===== config.mk =====
export PLATFORM = sky130hd
export DESIGN_NAME = frame_fetch_seq
export DESIGN_NICKNAME = d
export VERILOG_FILES = /design/src/rtl/ffs_pkg.sv /design/src/rtl/ffs_regs.sv /design/src/rtl/ffs_fetch.sv /design/src/rtl/ffs_fifo.sv /design/src/rtl/frame_fetch_seq.sv
export SDC_FILE = /design/constraint.sdc
export NUM_CORES = 1
export LEC_CHECK = 0
export BUFFER_PORTS_ARGS = -buffer_cell sky130_fd_sc_hd__buf_2
export CORE_ASPECT_RATIO = 0.9
export CORE_MARGIN = 1
export CORE_UTILIZATION = 25
export DETAILED_ROUTE_END_ITERATION = 6
export HOLD_SLACK_MARGIN = 0.12
export PLACE_DENSITY_LB_ADDON = 0.1
export SYNTH_ARGS = -nofsm -noshare
export SYNTH_HDL_FRONTEND = slang
export SYNTH_HIERARCHICAL = 1
export SYNTH_SLANG_ARGS = --single-unit

===== constraint.sdc =====
create_clock -name clk -period 6.7 [get_ports clk]
set_clock_uncertainty 0.1 [all_clocks]
set_input_delay 0.67 -clock clk [delete_from_list [all_inputs] [get_ports clk]]
set_output_delay 0.67 -clock clk [all_outputs]
set_load 0.01 [all_outputs]

===== src/rtl/ffs_pkg.sv =====
package ffs_pkg;

  localparam logic [3:0] REG_CTRL  = 4'd0;
  localparam logic [3:0] REG_FLUSH = 4'd1;
  localparam logic [3:0] REG_GEOM  = 4'd2;
  localparam logic [3:0] REG_LIVE  = 4'd3;
  localparam logic [3:0] REG_PEND  = 4'd4;

  localparam int unsigned BIT_RUN    = 0;
  localparam int unsigned BIT_PIX32  = 8;
  localparam int unsigned BIT_STREAM = 17;
  localparam int unsigned BIT_FLUSH  = 21;
  localparam int unsigned BIT_SRST   = 31;

  typedef enum logic [1:0] {
    OP_WRITE = 2'd0,
    OP_SET   = 2'd1,
    OP_CLR   = 2'd2,
    OP_NONE  = 2'd3
  } alias_op_e;

  typedef struct packed {
    logic run;
    logic stream;
    logic pix32;
  } ctrl_t;

  function automatic logic [31:0] apply_alias(input alias_op_e op,
                                              input logic [31:0] old_v,
                                              input logic [31:0] wd);
    case (op)
      OP_WRITE: apply_alias = wd;
      OP_SET:   apply_alias = old_v | wd;
      OP_CLR:   apply_alias = old_v & ~wd;
      default:  apply_alias = old_v;
    endcase
  endfunction

endpackage


===== src/rtl/ffs_regs.sv =====
module ffs_regs
  import ffs_pkg::*;
#(
  parameter int unsigned AW = 32
) (
  input  logic          clk,
  input  logic          rst_n,
  input  logic          host_we,
  input  logic [7:0]    host_addr,
  input  logic [31:0]   host_wdata,
  output logic [31:0]   host_rdata,
  input  logic          drain_done,
  input  logic [AW-1:0] live_base,
  output ctrl_t         ctrl,
  output logic [31:0]   geom,
  output logic [AW-1:0] pend_base,
  output logic          flush,
  output logic          soft_clr,
  output logic          ctrl_wr
);

  logic [3:0]    sel;
  alias_op_e     op;
  logic          op_ok;
  ctrl_t         ctrl_q, ctrl_n;
  logic [31:0]   geom_q, geom_n;
  logic [AW-1:0] pend_q, pend_n;
  logic [31:0]   ctrl_word, ctrl_new, flush_new;

  assign sel   = host_addr[7:4];
  assign op    = alias_op_e'(host_addr[3:2]);
  assign op_ok = host_we && (op != OP_NONE);

  always_comb begin
    ctrl_word = '0;
    ctrl_word[BIT_RUN]    = ctrl_q.run;
    ctrl_word[BIT_STREAM] = ctrl_q.stream;
    ctrl_word[BIT_PIX32]  = ctrl_q.pix32;
  end

  assign ctrl_new  = apply_alias(op, ctrl_word, host_wdata);
  assign flush_new = apply_alias(op, 32'd0, host_wdata);
  assign ctrl_wr   = op_ok && (sel == REG_CTRL);
  assign soft_clr  = ctrl_wr && ctrl_new[BIT_SRST];
  assign flush     = op_ok && (sel == REG_FLUSH) && flush_new[BIT_FLUSH];

  always_comb begin
    ctrl_n = ctrl_q;
    geom_n = geom_q;
    pend_n = pend_q;
    if (drain_done) ctrl_n.run = 1'b0;
    if (ctrl_wr) begin
      ctrl_n.stream = ctrl_new[BIT_STREAM];
      ctrl_n.pix32  = ctrl_new[BIT_PIX32];
      ctrl_n.run    = ctrl_new[BIT_RUN] && (ctrl_q.run || (pend_q[1:0] == 2'b00));
    end
    if (op_ok && sel == REG_GEOM) geom_n = apply_alias(op, geom_q, host_wdata);
    if (op_ok && sel == REG_PEND) pend_n = apply_alias(op, pend_q, host_wdata);
    if (soft_clr) begin
      ctrl_n = '0;
      geom_n = '0;
      pend_n = '0;
    end
  end

  always_ff @(posedge clk or negedge rst_n) begin
    if (!rst_n) begin
      ctrl_q <= '0;
      geom_q <= '0;
      pend_q <= '0;
    end else begin
      ctrl_q <= ctrl_n;
      geom_q <= geom_n;
      pend_q <= pend_n;
    end
  end

  always_comb begin
    case (sel)
      REG_CTRL: host_rdata = ctrl_word;
      REG_GEOM: host_rdata = geom_q;
      REG_LIVE: host_rdata = 32'(live_base);
      REG_PEND: host_rdata = 32'(pend_q);
      default:  host_rdata = 32'd0;
    endcase
  end

  assign ctrl      = ctrl_q;
  assign geom      = geom_q;
  assign pend_base = pend_q;

endmodule


===== src/rtl/ffs_fetch.sv =====
module ffs_fetch #(
  parameter int unsigned AW    = 32,
  parameter int unsigned DEPTH = 16,
  parameter int unsigned CNTW  = $clog2(DEPTH + 1)
) (
  input  logic            clk,
  input  logic            rst_n,
  input  logic            soft_clr,
  input  logic            run,
  input  logic            stream,
  input  logic            pix32,
  input  logic [31:0]     geom,
  input  logic [AW-1:0]   pend_base,
  input  logic            frame_start,
  input  logic            mem_gnt,
  input  logic            mem_rvalid,
  input  logic [CNTW-1:0] fifo_count,
  input  logic            fifo_empty,
  output logic            mem_req,
  output logic [AW-1:0]   mem_addr,
  output logic [AW-1:0]   live_base,
  output logic [CNTW-1:0] pending,
  output logic            rsp_accept,
  output logic            drain_done
);

  localparam int unsigned LW = 16;

  logic [LW-1:0]   hpix, vlines, wpl;
  logic [LW:0]     half_up;
  logic            frame_go, fire, room, last_word, last_line;
  logic            active_q, active_n;
  logic [AW-1:0]   addr_q, addr_n, live_q, live_n;
  logic [LW-1:0]   word_q, word_n, line_q, line_n;
  logic [CNTW-1:0] pend_q, pend_n;

  assign hpix    = geom[LW-1:0];
  assign vlines  = geom[2*LW-1:LW];
  assign half_up = ({1'b0, hpix} + 1'b1) >> 1;
  assign wpl     = pix32 ? hpix : half_up[LW-1:0];

  assign frame_go   = frame_start && run && stream;
  assign room       = ({1'b0, fifo_count} + {1'b0, pend_q}) < (CNTW+1)'(DEPTH);
  assign mem_req    = active_q && run && stream && room;
  assign fire       = mem_req && mem_gnt;
  assign rsp_accept = mem_rvalid && (pend_q != '0);
  assign drain_done = run && !stream && (pend_q == '0) && fifo_empty;
  assign last_word  = (word_q == wpl - 1'b1);
  assign last_line  = (line_q == vlines - 1'b1);

  always_comb begin
    pend_n = pend_q;
    if (fire && !rsp_accept)      pend_n = pend_q + 1'b1;
    else if (!fire && rsp_accept) pend_n = pend_q - 1'b1;
    active_n = active_q;
    addr_n   = addr_q;
    live_n   = live_q;
    word_n   = word_q;
    line_n   = line_q;
    if (frame_go) begin
      live_n   = pend_base;
      addr_n   = pend_base;
      word_n   = '0;
      line_n   = '0;
      active_n = (wpl != '0) && (vlines != '0);
    end else if (fire) begin
      addr_n = addr_q + AW'(4);
      if (last_word) begin
        word_n = '0;
        if (last_line) active_n = 1'b0;
        else           line_n   = line_q + 1'b1;
      end else begin
        word_n = word_q + 1'b1;
      end
    end else if (!run) begin
      active_n = 1'b0;
    end
    if (soft_clr) begin
      pend_n   = '0;
      active_n = 1'b0;
      addr_n   = '0;
      live_n   = '0;
      word_n   = '0;
      line_n   = '0;
    end
  end

  always_ff @(posedge clk or negedge rst_n) begin
    if (!rst_n) begin
      pend_q   <= '0;
      active_q <= 1'b0;
      addr_q   <= '0;
      live_q   <= '0;
      word_q   <= '0;
      line_q   <= '0;
    end else begin
      pend_q   <= pend_n;
      active_q <= active_n;
      addr_q   <= addr_n;
      live_q   <= live_n;
      word_q   <= word_n;
      line_q   <= line_n;
    end
  end

  assign mem_addr  = addr_q;
  assign live_base = live_q;
  assign pending   = pend_q;

endmodule


===== src/rtl/ffs_fifo.sv =====
module ffs_fifo #(
  parameter int unsigned DW    = 32,
  parameter int unsigned DEPTH = 16,
  parameter int unsigned CNTW  = $clog2(DEPTH + 1)
) (
  input  logic            clk,
  input  logic            rst_n,
  input  logic            clr,
  input  logic            wr,
  input  logic [DW-1:0]   wdata,
  input  logic            rd,
  output logic [DW-1:0]   rdata,
  output logic            empty,
  output logic [CNTW-1:0] count
);

  localparam int unsigned PW = (DEPTH > 1) ? $clog2(DEPTH) : 1;

  logic [DW-1:0]   mem [DEPTH];
  logic [PW-1:0]   wp_q, wp_n, rp_q, rp_n;
  logic [CNTW-1:0] cnt_q, cnt_n;
  logic            do_wr, do_rd;

  assign do_wr = wr && !clr && (cnt_q != CNTW'(DEPTH));
  assign do_rd = rd && !clr && (cnt_q != '0);

  always_comb begin
    wp_n  = do_wr ? ((wp_q == PW'(DEPTH - 1)) ? '0 : wp_q + 1'b1) : wp_q;
    rp_n  = do_rd ? ((rp_q == PW'(DEPTH - 1)) ? '0 : rp_q + 1'b1) : rp_q;
    cnt_n = cnt_q;
    if (do_wr && !do_rd)      cnt_n = cnt_q + 1'b1;
    else if (!do_wr && do_rd) cnt_n = cnt_q - 1'b1;
    if (clr) begin
      wp_n  = '0;
      rp_n  = '0;
      cnt_n = '0;
    end
  end

  always_ff @(posedge clk or negedge rst_n) begin
    if (!rst_n) begin
      wp_q  <= '0;
      rp_q  <= '0;
      cnt_q <= '0;
    end else begin
      wp_q  <= wp_n;
      rp_q  <= rp_n;
      cnt_q <= cnt_n;
    end
  end

  always_ff @(posedge clk) begin
    if (do_wr) mem[wp_q] <= wdata;
  end

  assign rdata = mem[rp_q];
  assign empty = (cnt_q == '0);
  assign count = cnt_q;

endmodule


===== src/rtl/frame_fetch_seq.sv =====
module frame_fetch_seq
  import ffs_pkg::*;
#(
  parameter int unsigned AW    = 32,
  parameter int unsigned DW    = 32,
  parameter int unsigned DEPTH = 16
) (
  input  logic          clk,
  input  logic          rst_n,
  input  logic          host_we,
  input  logic [7:0]    host_addr,
  input  logic [31:0]   host_wdata,
  output logic [31:0]   host_rdata,
  input  logic          frame_start,
  output logic          mem_req,
  output logic [AW-1:0] mem_addr,
  input  logic          mem_gnt,
  input  logic          mem_rvalid,
  input  logic [DW-1:0] mem_rdata,
  output logic          pix_valid,
  output logic [DW-1:0] pix_data,
  input  logic          pix_pop
);

  localparam int unsigned CNTW = $clog2(DEPTH + 1);

  logic [1:0]      rst_pipe;
  logic            rst_sync_n;
  ctrl_t           ctrl;
  logic [31:0]     geom;
  logic [AW-1:0]   pend_base, live_base;
  logic            flush, soft_clr, ctrl_wr, drain_done, rsp_accept;
  logic [CNTW-1:0] fifo_count, pending;
  logic            fifo_empty;

  always_ff @(posedge clk or negedge rst_n) begin
    if (!rst_n) rst_pipe <= 2'b00;
    else        rst_pipe <= {rst_pipe[0], 1'b1};
  end
  assign rst_sync_n = rst_pipe[1];

  ffs_regs #(.AW(AW)) u_regs (
    .clk        (clk),
    .rst_n      (rst_sync_n),
    .host_we    (host_we),
    .host_addr  (host_addr),
    .host_wdata (host_wdata),
    .host_rdata (host_rdata),
    .drain_done (drain_done),
    .live_base  (live_base),
    .ctrl       (ctrl),
    .geom       (geom),
    .pend_base  (pend_base),
    .flush      (flush),
    .soft_clr   (soft_clr),
    .ctrl_wr    (ctrl_wr)
  );

  ffs_fetch #(.AW(AW), .DEPTH(DEPTH), .CNTW(CNTW)) u_fetch (
    .clk         (clk),
    .rst_n       (rst_sync_n),
    .soft_clr    (soft_clr),
    .run         (ctrl.run),
    .stream      (ctrl.stream),
    .pix32       (ctrl.pix32),
    .geom        (geom),
    .pend_base   (pend_base),
    .frame_start (frame_start),
    .mem_gnt     (mem_gnt),
    .mem_rvalid  (mem_rvalid),
    .fifo_count  (fifo_count),
    .fifo_empty  (fifo_empty),
    .mem_req     (mem_req),
    .mem_addr    (mem_addr),
    .live_base   (live_base),
    .pending     (pending),
    .rsp_accept  (rsp_accept),
    .drain_done  (drain_done)
  );

  ffs_fifo #(.DW(DW), .DEPTH(DEPTH), .CNTW(CNTW)) u_fifo (
    .clk   (clk),
    .rst_n (rst_sync_n),
    .clr   (flush || soft_clr),
    .wr    (rsp_accept),
    .wdata (mem_rdata),
    .rd    (pix_pop),
    .rdata (pix_data),
    .empty (fifo_empty),
    .count (fifo_count)
  );

  assign pix_valid = !fifo_empty;

endmodule


* Word level (Yosys, flattened, before mapping)
Memory sizes are Yosys's and may differ from the RTL's.
Cells that the tools add are included.
** Storage, ports and cells
- Flip-flop bits (word level) :: 184
- Memory bits (writable) :: 512
- Input port bits :: 79
- Output and inout bits :: 98
- Logic and storage cells :: 163
- Memories kept :: 1
** Memories
- u_fifo.mem :: words 16, width 32, read ports 1, clocked after memory_dff 0, wr ports 1, line ffs_fifo.sv:19 : logic [DW-1:0] mem [DEPTH];
** Operators by class
- Add/subtract/negate cells :: 13
- $lt $le $gt $ge :: 1
- Eq/ne operators :: 16
- Muxes and demuxes :: 47
- Bitwise logic cells :: 7
- Reductions and logical operators :: 63
** Operators by type and width (count)
- $mux W32 :: 9
- $pmux W32 S3 :: 3
- $mux W16 :: 10
- $pmux W32 S4 :: 1
- $and A32 B32 Y32 :: 2
- $or A32 B32 Y32 :: 2
- $add A16 B1 Y16 const B :: 2
- $add A32 B3 Y32 const B :: 1
- $and A18 B32 Y32 :: 1
- $eq A16 B16 Y1 :: 2
- $not A32 Y32 :: 1
- $or A18 B32 Y32 :: 1
- $reduce_bool A16 Y1 :: 2
- $sub A16 B1 Y16 const B :: 2
- $mux W5 :: 6
- $logic_and A1 B1 Y1 :: 27
- $mux W4 :: 6
- $mux W22 :: 1
- $add A16 B1 Y17 const B :: 1
- $reduce_bool A3 Y1 :: 5
- $reduce_bool A2 Y1 :: 6
- $add A5 B1 Y5 const B :: 2
- $logic_not A5 Y1 :: 2
- $reduce_bool A5 Y1 :: 2
- other kinds (25) :: 50

* Logic depth before layout (Yosys ltp)
Gate-level depths: netlist (run 1).
- Depth in word-level cells :: 13
- Gate-level depth with buffers :: 16
- Depth with buffers taken out :: 16

* Cells and area by module
Netlist (run 1), hierarchy kept.
** By module, submodules not included
- ffs_fifo :: times used 1, cells an instance 1063, area an instance 20498.4 um2, seq. area each 15700.1 um2
- ffs_fetch :: times used 1, cells an instance 923, area an instance 7553.5 um2, seq. area each 2552.4 um2
- ffs_regs :: times used 1, cells an instance 509, area an instance 4038.9 um2, seq. area each 1676.6 um2
- frame_fetch_seq :: times used 1, cells an instance 5, area an instance 63.8 um2, seq. area each 50.0 um2

* Worst setup path after synthesis (run 1)
Ideal clock, no wire load.
- Path type :: input-to-reg
- Start point :: input host_addr[2]
- End point :: memory u_fifo.mem[4][0], enable pin
- Setup time :: 0.392 ns
- Arrival :: 3.166 ns
- Data required time :: 6.208 ns
- Setup slack :: 3.043 ns
- Cell stages on the path :: 9
- Buffers on the path :: 2
- Path through :: inv_1 > ha_1 > o21ai_0 > nor3b_2 > buf_2 > or2_1 > clkbuf_1 > nor4b_1 > and2_1
** Between the ends
- Word-level cells in the longest chain between the ends :: 10
- Elaborated cells on any way between the ends :: 18
- Those cells by class :: eq/ne: 3; mux: 4; reduce/logical: 11
** Ends and longest elaborated chain
- start: declaration :: line frame_fetch_seq.sv:11 : input logic [7:0] host_addr,
- branches (longest 3 deep; another with $pmux W32 S3)
- $logic_and A1 B1 Y1 (*) :: line ffs_regs.sv:44 : assign soft_clr = ctrl_wr && ctrl_new[BIT_SRST];
- via soft_clr :: line frame_fetch_seq.sv:32 : logic flush, soft_clr, ctrl_wr, drain_done, rsp_accept;
- $logic_or A1 B1 Y1 (*) :: line frame_fetch_seq.sv:84 : .clr (flush || soft_clr),
- $logic_not A1 Y1 (*) :: line ffs_fifo.sv:24 : assign do_wr = wr && !clr && (cnt_q != CNTW'(DEPTH));
- $logic_and A1 B1 Y1 (*) (2 in a row) :: line ffs_fifo.sv:24
- $mux W1 (*) :: line ffs_fifo.sv:53 : if (do_wr) mem[wp_q] <= wdata;
- $mux W1 (implied by the code) (*) :: line ffs_fifo.sv:53
- end: declaration :: line ffs_fifo.sv:19
Mark *: on every way through the listed nets, which the timed path passes.

* Worst setup path in the final report (run 1)
- Start point :: register u_regs.geom_q[0] (netlist: u_regs/geom[0])
- End point :: register u_fetch.line_q[0]
** Between the ends
- Word-level cells in the longest chain between the ends :: 6
** Ends and longest elaborated chain
- start: declaration :: line ffs_regs.sv:26 : logic [31:0] geom_q, geom_n;
- start signal: assignment :: line ffs_regs.sv:73 : geom_q <= geom_n;
- $add A16 B1 Y17 :: line ffs_fetch.sv:39 : assign half_up = ({1'b0, hpix} + 1'b1) >> 1;
- $mux W16 (*) :: line ffs_fetch.sv:40 : assign wpl = pix32 ? hpix : half_up[LW-1:0];
- $sub A16 B1 Y16 (*) :: line ffs_fetch.sv:48 : assign last_word = (word_q == wpl - 1'b1);
- $eq A16 B16 Y1 (*) :: line ffs_fetch.sv:48
- $reduce_bool A3 Y1 (no source line) (*)
- $reduce_and A3 Y1 (no source line) (*)
- end signal: assignment :: line ffs_fetch.sv:102 : line_q <= line_n;
- end: declaration :: line ffs_fetch.sv:34 : logic [LW-1:0] word_q, word_n, line_q, line_n;
Every way passes the cells marked *; elsewhere a longest branch is shown, timed or not.
A chain may end at the register's enable or synchronous reset.

==> out/qor.yml, run 1 <==
status: "finished, violations left"
violations: "design-rule violations"
worst_slew_pin_slew_ns: 1.16
worstSetupPathDepth: 11
totalNegativeSetupSlack_ns: 0
grt-ovfl-total: 0
boundary_pins: 177
gp_congestion: 0.791
beginning_of_the_worst_register_to_register_path: "u_regs/geom[0]$_DFFE_PN0P_"
vias: 21800
numCtsBuffers: 82
fillerInstances: 12900
ctsRootBufferMaster: "clkbuf_16"
timing.setup.critical_path_class: "flip-flop to flip-flop"
peakVddDrop_v: 0.000232
syn_avg_cell_area_um2: 12.9
synth-edff-count: 512
min-delay-path-class: "input pin to async pin"
final_period_minus_worst_setup_slack_ns: 4.68
critical_path.top_delay_family: "simple AND/OR/NAND/NOR gates"
hold_viol_final: 0
dp_slack_ns: 1.84
syn2layout_area_growth_pct: 16.9
syn-instance-count: 2500
design.die.area_mm2: 0.130
mappedNetlistNets: 2609
synth_cell_types: 95
antenna_found_initial: 12
setup.worst_path.start: "u_regs/geom[0]$_DFFE_PN0P_"
rsz0062_at_grt: "false"
cpPeakStageDelay_ns: 0.66
postSynthRegisterBits: 696
maxcap_violations: 0
timing.critical_path.slowest_stage_cell: "dfrtp_1"
crit_path_max_fanout: 15
timing.final.crit_share_pct: 69.9
syn_area_mm2: 0.0322
layout.cells.most_common_list: "edfxtp_1, nand2_1, a21oi_1, dfrtp_1, buf_2"
routedWlPerCell_um: 23.0
slew_headroom_pct: 22.6
final_common_cell: "edfxtp_1"
longest_clk_path_bufs: 3
crit_path_end_kind: "flip-flop"
synth-seq-area-share_pct: 62.1
coreArea_mm2: 0.127
grt_pass1_vias: 22000
insertion_delay_ns: 0.69
finish.utilization_pct: 29.5
detailed_place.area_mm2: 0.0349
post-route-worst-setup-slack_ns: 2.02
critical_path_required_ns: 7.12
layout.nets: 2759
tritoncts: "built"
synthFlopType: "edfxtp_1"
grt_start_max_net_pins: 100
clkSinkCount: 696
worst_reg_to_reg_path_cell_count: 11
number_of_remaining_drc_errors: 2
max_clock_freq_mhz: 213
timing.critical_path.arrival_ns: 5.10
setup_violations: 0
maxSlewViolCount: 0
std_cell_rows: 124
die_height_um: 342
hold-worst-slack_ns: 0.206
drive_above_1_share_pct: 18.3
cp-start-kind: "flip-flop"
port-buffer-count: 174
finalInstanceArea_mm2: 0.0376
power-per-cell-area_mw_per_mm2: 384
die_x_um: 380
cts_max_level: 3
async_flop_share_pct: 26.4
cp_bufs_invs: 1
worstPathCellList: "ha_1 -> nand3_1 -> nor4_1 -> nor2_1 -> or4_1 -> and3_1 -> o211a_1 -> o22ai_2 -> buf_4 -> nor3_4 -> mux2i_1"
routed_via_density: 4.93
hpwlAfterDp_mm: 62.1
synth_warnings: 6
clkSlewWorstSetupHoldPaths_ns: 0.05
final_wirelength_mm: 102
grt_first_pass_wirelength_mm: 150
detailedRoute.firstIterationViolations: 1827
leakage_nw: 13.7
start_util_pct: 25.3
drtAntennaViolNets: 0
grt_util_all_layers_pct: 15.5
drtPass1Iterations: 7
==> timing repair <==
| action | in CTS | in global routing |
|---|---|---|
| hold buffers | 1 | 0 |
| setup buffers | 0 | 0 |
| hold endpoints to repair | 2 | 0 |
| gates resized for setup | 0 | 0 |
==> state kept, by name (all words and copies together), names as in the netlist, 5 cells and up <==
register	cells
u_fetch/line_q	16
u_fetch/mem_addr	32
u_fifo/mem	512
u_fetch/word_q	16
u_fetch/pending	5
u_regs/pend_base	32
u_regs/geom	32
u_fetch/live_base	32
u_fifo/count	5
==> routing by layer <==
layer	GRT usage, %	wire length [um]	vias up
met5	0	75	-
li1	-	-	9866
met2	24.4	46500	563
met3	3.09	5090	131
met1	21.7	48000	11200
met4	3.66	1900	12
==> worst paths after layout <==
check	to	slack (ns)
setup reg to reg	u_fetch/line_q[0]$_DFFE_PN0P_	2.02
setup / recovery	u_fetch/line_q[0]$_DFFE_PN0P_	2.02
hold / removal	rst_pipe[1]$_DFF_PN0_	0.21
min in group clk	u_regs/pend_base[2]$_DFFE_PN0P_	0.22
hold reg to reg	rst_pipe[1]$_DFF_PN0_	0.25
max in group asynchronous	u_fetch/live_base[30]$_DFFE_PN0P_	4.64
==> cell families (layout without fill, tap and decap cells) <==
group | count (synthesis) | in the layout | synth area share (%)
simple gates | 741 | 741 | 11.5
xor+xnor | 60 | 60 | 1.63
fa+ha+maj | 30 | 30 | 1.21
compound gates | 534 | 534 | 11.0
flops | 696 | 696 | 62.1
other cells | 1 | 2 | 0.0117
mux | 223 | 223 | 9.58
buf+inv | 215 | 433 | 2.91
==> through the flow <==
step	instances	power, mW
after floorplan	2500	8.46
after global placement	4266	10.1
after detailed placement	4266	10.1
after CTS	4419	14.7
after global routing	4419	15.3
final	4420	14.4
==> worst reg2reg max path, delay by kind of cell (launching register included) <==
kind | cells | cell delay (ns)
fa+ha+maj | 1 | 0.54
simple gates | 6 | 1.87
flops | 1 | 0.66
buf+inv | 1 | 0.39
compound gates | 2 | 0.84
mux | 1 | 0.13
==> where the power goes <==
group / internal (mW) / leakage [nW] / switching, mW
registers: 5.21 / 7.02 / 0.563
clock network: 2.64 / 1.30 / 1.87
logic: 1.64 / 5.37 / 2.51
total: 9.49 / 13.7 / 4.94
==> cells in the mapped netlist, drive strengths merged, types with 44 or more instances <==
cell type,n,area [um^2]
a21oi,184,925
nand3,48,240
buf,63,367
inv,62,233
nor3,106,552
mux2i,122,1220
nor2,159,597
o21ai,106,546
nand2b,44,278
clkbuf,90,338
mux4,64,1440
dfrtp,184,4600
nand2,211,792
xnor2,45,394
edfxtp,512,15400
==> area by class of cell <==
cell class	instances	area [um^2]	share of cell area [%]
multi-input cells	1589	11300	30.1
clock buffers	105	2160	5.74
well taps	1701	2130	5.66
inverters	62	233	0.619
repair buffers	219	1220	3.26
diodes	1	2.50	0.00666
clock inverters	47	529	1.41
flip-flops and latches	696	20000	53.2
Power figures use the tool's default switching activity.
==> run 2, diff against run 1 <==
- clock period: 6.7 -> 4.2 ns (I/O delays scaled with it)
==> out/qor.yml, run 2 (same netlist as run 1, synthesis figures left out) <==
status: "complete, no violations"
worstPathCellList: "ha_1 -> xor2_1 -> mux2i_1 -> ha_1 -> o2111ai_2 -> nor3_2 -> nand2_1 -> o311ai_1 -> o22ai_2 -> buf_4 -> nor3_1 -> mux2i_1"
totalPowerFinal_mw: 23.3  # +62%
timing.final.crit_share_pct: 91.0  # +21 points
routed_via_density: 4.93  # about the same
leakage_nw: 14.3  # +4.4%
insertion_delay_ns: 0.69  # about the same
rsz0062_at_grt: "false"
cts_max_level: 3  # unchanged
gp_congestion: 0.799  # +1.0%
place.detailed.instances: 4311  # +1.1%
syn2layout_area_growth_pct: 21.0
slew_headroom_pct: 37.1  # +15 points
combined_area_of_the_multi_input_logic_cells_mm2: 0.0113  # about the same
grt_util_all_layers_pct: 15.9  # +0.46 points
die_x_um: 380  # unchanged
finish.utilization_pct: 30.6  # +1.0 points
antenna_found_initial: 6  # -6
drtPass1Iterations: 7  # unchanged
grt_start_max_net_pins: 111  # +11%
hold_viol_final: 0  # unchanged
cp-start-kind: "flip-flop"
port-buffer-count: 174  # unchanged
final_period_minus_worst_setup_slack_ns: 3.82  # -0.864 ns
totalNegativeSetupSlack_ns: 0  # unchanged
sequential_standard_cell_area_mm2: 0.0200  # unchanged
crit_path_max_fanout: 29  # +14
routedWlPerCell_um: 23.1  # +0.64%
tritoncts: "built"
power-per-cell-area_mw_per_mm2: 600  # +56%
min-delay-path-class: "flip-flop to async pin"
grt-ovfl-total: 0  # unchanged
clkSlewWorstSetupHoldPaths_ns: 0.06  # about the same
longest_clk_path_bufs: 3  # unchanged
fillerInstances: 12800  # -1.1%
drive_above_1_share_pct: 19.3  # +1.0 points
design.die.area_mm2: 0.130  # unchanged
critical_path.top_delay_family: "compound AO/OA/AOI/OAI gates"
vias: 22400  # +2.6%
detailedRoute.firstIterationViolations: 1835  # +0.44%
hpwlAfterDp_mm: 64.5  # +4.0%
layout.nets: 2873  # +4.1%
finalInstanceArea_mm2: 0.0389  # +3.5%
maxSlewViolCount: 0  # unchanged
timing.critical_path.arrival_ns: 4.31  # -0.79 ns
final_common_cell: "edfxtp_1"
cp_bufs_invs: 1  # unchanged
drtAntennaViolNets: 0  # unchanged
postCtsSetupRepairBufs: 0  # unchanged
maxcap_violations: 0  # unchanged
final-instance-count-excl-fill: 4535  # +2.6%
grt_first_pass_wirelength_mm: 154  # +3.0%
timing.setup.critical_path_class: "flip-flop to flip-flop"
clkSinkCount: 696  # unchanged
timing.critical_path.slowest_stage_cell: "o311ai_1"
start_util_pct: 25.3  # unchanged
grt_pass1_vias: 22800  # +3.6%
number_of_remaining_drc_errors: 0  # -2
final_wirelength_mm: 105  # +3.3%
critical_path_required_ns: 4.69  # -2.43 ns
setup_violations: 0  # unchanged
coreArea_mm2: 0.127  # unchanged
numCtsBuffers: 84  # +2.4%
ctsRootBufferMaster: "clkbuf_16"
std_cell_rows: 124  # unchanged
max_clock_freq_mhz: 262  # +23%
peakVddDrop_v: 0.000343  # +48%
flip_flop_count_of_the_largest_register_after_layout: 512  # unchanged
largest_register: "u_fifo/mem"
crit_path_end_kind: "flip-flop"
boundary_pins: 177  # unchanged
layout.cells.most_common_list: "edfxtp_1, nand2_1, a21oi_1, dfrtp_1, buf_2"
cpPeakStageDelay_ns: 0.46  # -0.20 ns
detailed_place.area_mm2: 0.0355  # +1.8%
die_height_um: 342  # unchanged
worst_slew_pin_slew_ns: 0.940  # -0.219 ns
-- run 2: cell types whose count changed in the layout (fill, tap and decap cells not counted), moves of 2 or more --
cell,change
clkbuf_16,+4
clkinv_16,-2
clkinv_2,+5
bufinv_16,-3
diode_2,+4
buf_4,+21
clkbuf_8,+3
dlygate4sd3_1,+67
clkinv_1,-5
clkbuf_1,-5
clkinv_4,+3
buf_12,+24
and2_2,-2
-- run 2: worst reg2reg max path: stages (launching register included) --
cell and delay (ns):
dfrtp_1 0.38, ha_1 0.32, xor2_1 0.23, mux2i_1 0.34, ha_1 0.34, o2111ai_2 0.23
nor3_2 0.26, nand2_1 0.11, o311ai_1 0.46, o22ai_2 0.15, buf_4 0.27, nor3_1 0.30
mux2i_1 0.24
-- run 2: layer usage --
metal / vias up / global-route usage (%) / wire, um
li1: 10100 / - / -
met1: 11400 / 22.6 / 50100
met2: 640 / 24.0 / 46000
met3: 155 / 3.91 / 6200
met4: 12 / 4.33 / 2440
met5: - / 0.436 / 141
-- run 2: where the power goes --
group	leakage, nW	total, mW	switching [mW]	internal, mW
sequential	7.02	9.17	0.866	8.30
clock	1.32	7.16	2.95	4.20
combinational	5.96	7.02	4.15	2.87
total	14.3	23.3	7.97	15.4
-- run 2: final timing paths --
kind / from / endpoint / slack [ns] / depth (start not counted)
min in group clk: mem_gnt / u_fetch/mem_addr[14]$_DFFE_PN0P_ / 0.20 / 5
setup / recovery: u_regs/geom[0]$_DFFE_PN0P_ / u_fetch/line_q[3]$_DFFE_PN0P_ / 0.38 / 12
max in group asynchronous: rst_pipe[1]$_DFF_PN0_ / u_fetch/live_base[24]$_DFFE_PN0P_ / 2.69 / 1
hold reg to reg: rst_pipe[1]$_DFF_PN0_ / u_fetch/mem_addr[2]$_DFFE_PN0P_ / 0.20 / 0
setup reg to reg: u_regs/geom[0]$_DFFE_PN0P_ / u_fetch/line_q[3]$_DFFE_PN0P_ / 0.38 / 12
hold / removal: rst_pipe[1]$_DFF_PN0_ / u_fetch/mem_addr[2]$_DFFE_PN0P_ / 0.20 / 0
-- run 2: area by class of cell --
class                           instances  area share [%]
Sequential cell                       696            51.4
Multi-Input combinational cell       1589            29.1
Timing Repair Buffer                  331            6.51
Clock buffer                          107            5.86
Tap cell                             1701            5.47
Clock inverter                         44            1.03
Inverter                               62           0.598
Antenna cell                            5          0.0322
-- run 2: timing repair --
action,in CTS,in global routing
endpoints found under the setup margin,0,6
hold buffers,68,0
gates resized for setup,0,2
endpoints found under the hold margin,582,0
-- run 2: through the flow --
step | setup slack (ns) | hold slack (ns)
2_1_floorplan | 0.793 | 0.0244
3_3_place_gp | 0.330 | 0.105
3_5_place_dp | 0.291 | 0.108
4_1_cts | 0.256 | 0.142
5_1_grt | 0.0913 | 0.212
6_report | 0.380 | 0.197
